$ cat src/rtl/usb_spd_pkg.sv
package usb_spd_pkg;

  typedef enum logic [2:0] {
    ST_FS_IDLE   = 3'd0,
    ST_LS_TOKEN  = 3'd1,
    ST_FS_HWAIT  = 3'd2,
    ST_LS_HDATA  = 3'd3,
    ST_LS_HSHK   = 3'd4,
    ST_LS_INDATA = 3'd5,
    ST_LS_ONLY   = 3'd6
  } spd_state_e;

  localparam logic [2:0] PK_PRE   = 3'd0;
  localparam logic [2:0] PK_SETUP = 3'd1;
  localparam logic [2:0] PK_OUT   = 3'd2;
  localparam logic [2:0] PK_IN    = 3'd3;
  localparam logic [2:0] PK_DATA  = 3'd4;
  localparam logic [2:0] PK_HSK   = 3'd5;

  // cycles in a window of the given number of low-speed bit times
  function automatic int unsigned bit_window(int unsigned bits, int unsigned cyc);
    return bits * cyc;
  endfunction

  function automatic logic state_is_low(spd_state_e s);
    return s inside {ST_LS_TOKEN, ST_LS_HDATA, ST_LS_HSHK, ST_LS_INDATA, ST_LS_ONLY};
  endfunction

  // states in which the time-out window runs
  function automatic logic state_waits(spd_state_e s);
    return s inside {ST_LS_TOKEN, ST_LS_HDATA, ST_LS_HSHK, ST_LS_INDATA};
  endfunction

endpackage

$ cat src/rtl/spd_timer.sv
module spd_timer
  import usb_spd_pkg::*;
#(
  parameter int unsigned CYC_PER_BIT = 32,
  parameter int unsigned WAIT_BITS   = 16,
  parameter int unsigned IN_BITS     = 18
) (
  input  logic clk,
  input  logic rst_n,
  input  logic run,
  input  logic long_win,
  input  logic restart,
  output logic expired
);
  localparam int unsigned WAIT_LIM = bit_window(WAIT_BITS, CYC_PER_BIT);
  localparam int unsigned IN_LIM   = bit_window(IN_BITS, CYC_PER_BIT);
  localparam int unsigned MAX_LIM  = (WAIT_LIM > IN_LIM) ? WAIT_LIM : IN_LIM;
  localparam int unsigned CW       = $clog2(MAX_LIM + 1);

  logic [CW-1:0] cnt;
  logic [CW-1:0] limit;

  assign limit = long_win ? CW'(IN_LIM) : CW'(WAIT_LIM);

  always_ff @(posedge clk or negedge rst_n) begin
    if (!rst_n)                cnt <= '0;
    else if (restart || !run)  cnt <= '0;
    else                       cnt <= cnt + 1'b1;
  end

  assign expired = run && !restart && (cnt == limit);


  restart_clears_chk: assert property (@(posedge clk) disable iff (!rst_n)
    restart |=> (cnt == '0));


  cnt_bound_chk: assert property (@(posedge clk) disable iff (!rst_n)
    run |-> (cnt <= limit));

endmodule

$ cat src/rtl/spd_fsm.sv
module spd_fsm
  import usb_spd_pkg::*;
(
  input  logic       clk,
  input  logic       rst_n,
  input  logic       ls_only,
  input  logic       pkt_valid,
  input  logic [2:0] pkt_kind,
  input  logic       expired,
  output logic [2:0] state,
  output logic       strap_chg
);
  spd_state_e cur, nxt;
  logic       strap_q;

  assign strap_chg = (ls_only != strap_q);

  always_comb begin
    nxt = cur;
    if (strap_chg) begin
      nxt = ls_only ? ST_LS_ONLY : ST_FS_IDLE;
    end else begin
      case (cur)
        ST_FS_IDLE:
          if (pkt_valid && pkt_kind == PK_PRE) nxt = ST_LS_TOKEN;
        ST_LS_TOKEN:
          if (pkt_valid) begin
            if (pkt_kind == PK_SETUP || pkt_kind == PK_OUT) nxt = ST_FS_HWAIT;
            else if (pkt_kind == PK_IN)                     nxt = ST_LS_INDATA;
            else                                            nxt = ST_FS_IDLE;
          end else if (expired) nxt = ST_FS_IDLE;
        ST_FS_HWAIT:
          if (pkt_valid) nxt = (pkt_kind == PK_PRE) ? ST_LS_HDATA : ST_FS_IDLE;
        ST_LS_HDATA:
          if (pkt_valid) nxt = (pkt_kind == PK_DATA) ? ST_LS_HSHK : ST_FS_IDLE;
          else if (expired) nxt = ST_FS_IDLE;
        ST_LS_HSHK, ST_LS_INDATA:
          if (pkt_valid || expired) nxt = ST_FS_IDLE;
        ST_LS_ONLY:
          nxt = ST_LS_ONLY;
        default:
          nxt = ST_FS_IDLE;
      endcase
    end
  end

  always_ff @(posedge clk or negedge rst_n) begin
    if (!rst_n) begin
      cur     <= ST_FS_IDLE;
      strap_q <= 1'b0;
    end else begin
      cur     <= nxt;
      strap_q <= ls_only;
    end
  end

  assign state = cur;


  pre_enters_ls_chk: assert property (@(posedge clk) disable iff (!rst_n)
    (cur == ST_FS_IDLE && pkt_valid && pkt_kind == PK_PRE && !ls_only && !strap_q)
      |=> (cur == ST_LS_TOKEN));


  unexpected_drop_chk: assert property (@(posedge clk) disable iff (!rst_n)
    (!ls_only && !strap_q && pkt_valid && (cur == ST_LS_HSHK || cur == ST_LS_INDATA))
      |=> (cur == ST_FS_IDLE));


  strap_holds_ls_chk: assert property (@(posedge clk) disable iff (!rst_n)
    ls_only |=> (cur == ST_LS_ONLY));


  expiry_returns_fs_chk: assert property (@(posedge clk) disable iff (!rst_n)
    (expired && !pkt_valid && !strap_chg) |=> (cur == ST_FS_IDLE));

endmodule

$ cat src/rtl/usb_speed_tracker.sv
module usb_speed_tracker
  import usb_spd_pkg::*;
#(
  parameter int unsigned CYC_PER_BIT = 32,
  parameter int unsigned WAIT_BITS   = 16,
  parameter int unsigned IN_BITS     = 18
) (
  input  logic       clk,
  input  logic       rst_n,
  input  logic       ls_only_i,
  input  logic       pkt_valid_i,
  input  logic [2:0] pkt_kind_i,
  input  logic       eop_i,
  output logic       low_speed_o,
  output logic [2:0] state_o
);
  logic [2:0] fsm_state;
  logic       strap_chg;
  logic       win_run;
  logic       win_long;
  logic       win_restart;
  logic       win_expired;

  assign win_run     = state_waits(spd_state_e'(fsm_state));
  assign win_long    = (fsm_state == ST_LS_INDATA);
  assign win_restart = eop_i | pkt_valid_i | strap_chg;

  spd_timer #(
    .CYC_PER_BIT(CYC_PER_BIT),
    .WAIT_BITS  (WAIT_BITS),
    .IN_BITS    (IN_BITS)
  ) i_timer (
    .clk     (clk),
    .rst_n   (rst_n),
    .run     (win_run),
    .long_win(win_long),
    .restart (win_restart),
    .expired (win_expired)
  );

  spd_fsm i_fsm (
    .clk      (clk),
    .rst_n    (rst_n),
    .ls_only  (ls_only_i),
    .pkt_valid(pkt_valid_i),
    .pkt_kind (pkt_kind_i),
    .expired  (win_expired),
    .state    (fsm_state),
    .strap_chg(strap_chg)
  );

  assign low_speed_o = state_is_low(spd_state_e'(fsm_state));
  assign state_o     = fsm_state;


  out_setup_to_fs_chk: assert property (@(posedge clk) disable iff (!rst_n)
    (state_o == ST_LS_TOKEN && pkt_valid_i && !ls_only_i && !strap_chg &&
     (pkt_kind_i == PK_SETUP || pkt_kind_i == PK_OUT)) |=> !low_speed_o);

endmodule

$ cat config.mk
export PLATFORM = sky130hd
export DESIGN_NAME = usb_speed_tracker
export DESIGN_NICKNAME = d
export VERILOG_FILES = /design/src/rtl/usb_spd_pkg.sv /design/src/rtl/spd_timer.sv /design/src/rtl/spd_fsm.sv /design/src/rtl/usb_speed_tracker.sv
export SDC_FILE = /design/constraint.sdc
export NUM_CORES = 1
export LEC_CHECK = 0
export BUFFER_PORTS_ARGS = -buffer_cell sky130_fd_sc_hd__clkbuf_2
export CORE_MARGIN = 2
export CORE_UTILIZATION = 40
export CTS_CLUSTER_DIAMETER = 30
export CTS_CLUSTER_SIZE = 40
export DETAILED_ROUTE_END_ITERATION = 6
export GPL_ROUTABILITY_DRIVEN = 0
export HOLD_SLACK_MARGIN = 0.15
export PLACE_DENSITY = 0.56
export SLEW_MARGIN = 20
export SYNTH_ARGS = -nofsm -noshare
export SYNTH_HDL_FRONTEND = slang
export SYNTH_SLANG_ARGS = --single-unit
$ cat constraint.sdc
create_clock -name clk -period 2.15 [get_ports clk]
set_input_delay 0.1075 -clock clk [delete_from_list [all_inputs] [get_ports clk]]
set_output_delay 0.1075 -clock clk [all_outputs]
set_load 0.02 [all_outputs]
==> flow_summary.ini <==
[synth]
seq_area_frac_synth_pct = 38.9
synth-seq-cells = 14
synth_top_area_share_pct = 38.9
ys_top_cells_by_area = dfrtp_1 39%, nor2_1 6.7%, xnor2_1 5.8%, xor2_1 3.9%, ha_1 2.8%
syn-instance-count = 100
ys.flop_type = dfrtp_1
syn_nets = 110
synth.largest_area_cell = dfrtp_1
async_flop_share_pct = 100
synth_edf_count = 0
yosysWarnings = 0
synth_cell_types = 36
avgSynthCellArea_sq_um = 9.00
syn_area_sq_um = 900

[global_routing]
grt_pass1_vias = 739
grt_pass1_wl_um = 3060
grt_remaining_overflow = 0
grt_max_degree = 15
antenna_found_initial = 0
grt_usage_pct = 15.0

[worst_setup_path]
rrSetupSlack_ps = 460
cp_max_fo = 5
critPathRequiredTime_ps = 2310
r2r.worst_path.cells = 5
r2r_end = i_fsm.state[1]
crit_arrival_ps = 1910
r2r-start = i_fsm.state[1]
critical_path_class = in2reg
crit_path_start_kind = input port
cp-end-kind = flop

[final_layout]
layout_commonest_cell = nor2_1
finalNetCount = 127
diodes = 0
fin_util_pct = 47.7
syn2layout_area_growth_pct = 15.0
final_cell_mix = 16 x nor2_1, 14 x dfrtp_1, 11 x clkbuf_2
drive_gt1_share_pct = 20.0

[clock_tree]
post_cts_resized = 0
cts_inserted_buffers = 3
cts-root-buf = clkbuf_4
cts_tree = done
worst_skew_pair.late_latency_ps = 270
clock_sinks = 14
clk_path_buf_depth = 2
h-tree-depth = 1
clkTransAtPathRegs_ps = 80

[timing]
rsz0062_at_grt = false
tightest_slew_ps = 421
relSlewSlack_pct = 71.7
finalCritPeriodShare_pct = 81.8
hold_ws_ps = 214
maxSlewViolCount = 0
period_minus_slack_ps = 1760
tns_ps = 0
fin_skew_ps = 5.10
fmax_ghz = 0.569
hold_viol_final = 0
setup-violations-final = 0

[floorplanning]
start_util_pct = 41.5
die-area_sq_um = 2640
rows = 17
coreArea_sq_um = 2170
fp.dieH_um = 51.4
die_w_um = 51.4
io_pins = 12

[run_status]
status = finished, final reports clean

[route]
wl_met3_um = 40
m1WireLength_um = 762
wire_per_inst_um = 11.5
drc = 0
ant_nets = 0
vias = 731
top_layer_used = met4
viasPerCell = 5.11
drt_iter0_drc = 14
drtPass1Iterations = 4
wl_um = 1640
dr_wl_met2_um = 823

[min_path]
hp-class = in2reg
hold_path_depth = 4
hold_start = pkt_kind_i[2]
whs_endpoint = i_fsm.state[0]

[run]
cap_violations = 0

[placed_design]
portBuffers = 11
dp_hpwl_um = 1280

[power]
peakVddDrop_mv = 0.488
power_density_nw_per_um2 = 623
p_leak_nw = 0.452
-- timing repair --
| action | 4_1_cts | 5_1_grt |
|---|---|---|
| setup buffers | 0 | 0 |
| hold buffers | 2 | 0 |
| endpoints found under the hold margin | 15 | 0 |
-- sequential cells by signal (all words and copies together), names as in the netlist --
register / flops
i_fsm.strap_q: 1
i_timer.cnt: 10
i_fsm.state: 3
-- cell usage after synthesis, types with 3 or more instances --
| master | n |
|---|---|
| nand3_1 | 3 |
| nand2_1 | 6 |
| nor2b_1 | 4 |
| inv_1 | 6 |
| o21ai_0 | 3 |
| xor2_1 | 4 |
| dfrtp_1 | 14 |
| nor2_1 | 16 |
| xnor2_1 | 6 |
-- per-layer routing --
metal	track usage (%)	vias up
met5	0	-
met4	3.95	0
met3	3.22	2
met2	27.6	9
met1	17.5	336
li1	-	384
-- where the power goes --
part / switching (mW) / internal (mW) / leakage, nW
registers: 0.0349 / 0.277 / 0.189
clock network: 0.0750 / 0.0648 / 0.0138
logic: 0.102 / 0.0904 / 0.249
-- critical path, cell delays in order --
cell	delay [ps]
dlygate4sd3_1	530
clkbuf_2	140
xnor2_2	220
o211ai_1	160
or3_4	430
nor3b_1	150
o32a_2	170
-- cell type report --
type,count,area [sq um]
clock buffers,3,22.5
fillers,217,1130
inverters,6,22.5
multi-input cells,76,507
flip-flops and latches,14,350
well taps,28,35.0
repair buffers,16,97.6
-- metrics by stage --
step	worst slack [ps]	power, mW	instance area, sq um	std cells
after floorplan	460	0.454	900	100
after global placement	506	0.507	992	138
after detailed placement	473	0.506	992	138
after CTS	401	0.651	1030	143
after global routing	304	0.685	1030	143
final	392	0.644	1030	143
-- worst max path at each step --
| stage | startpoint | endpoint | slack, ps | cells past startpoint |
|---|---|---|---|---|
| after detailed placement | i_fsm.state[1] | i_fsm.state[1] | 470 | 5 |
| after global placement | i_fsm.strap_q | i_fsm.state[1] | 510 | 5 |
| after floorplan | i_fsm.state[1] | i_fsm.state[1] | 460 | 6 |
| final | ls_only_i | i_fsm.state[1] | 390 | 7 |
| after CTS | ls_only_i | i_fsm.state[1] | 400 | 7 |
| after global routing | ls_only_i | i_fsm.state[2] | 300 | 7 |
-- cell families after synthesis --
| kind of cell | after synthesis | synth area share [%] |
|---|---|---|
| adder cells (fa/ha/maj) | 2 | 2.78 |
| XOR/XNOR | 11 | 11.5 |
| buffers and inverters | 10 | 4.73 |
| AND/OR/NAND/NOR | 47 | 29.9 |
| flip-flops | 14 | 38.9 |
| AO/OA/AOI/OAI | 16 | 12.1 |
No activity file was read; power rests on OpenSTA's default activity.
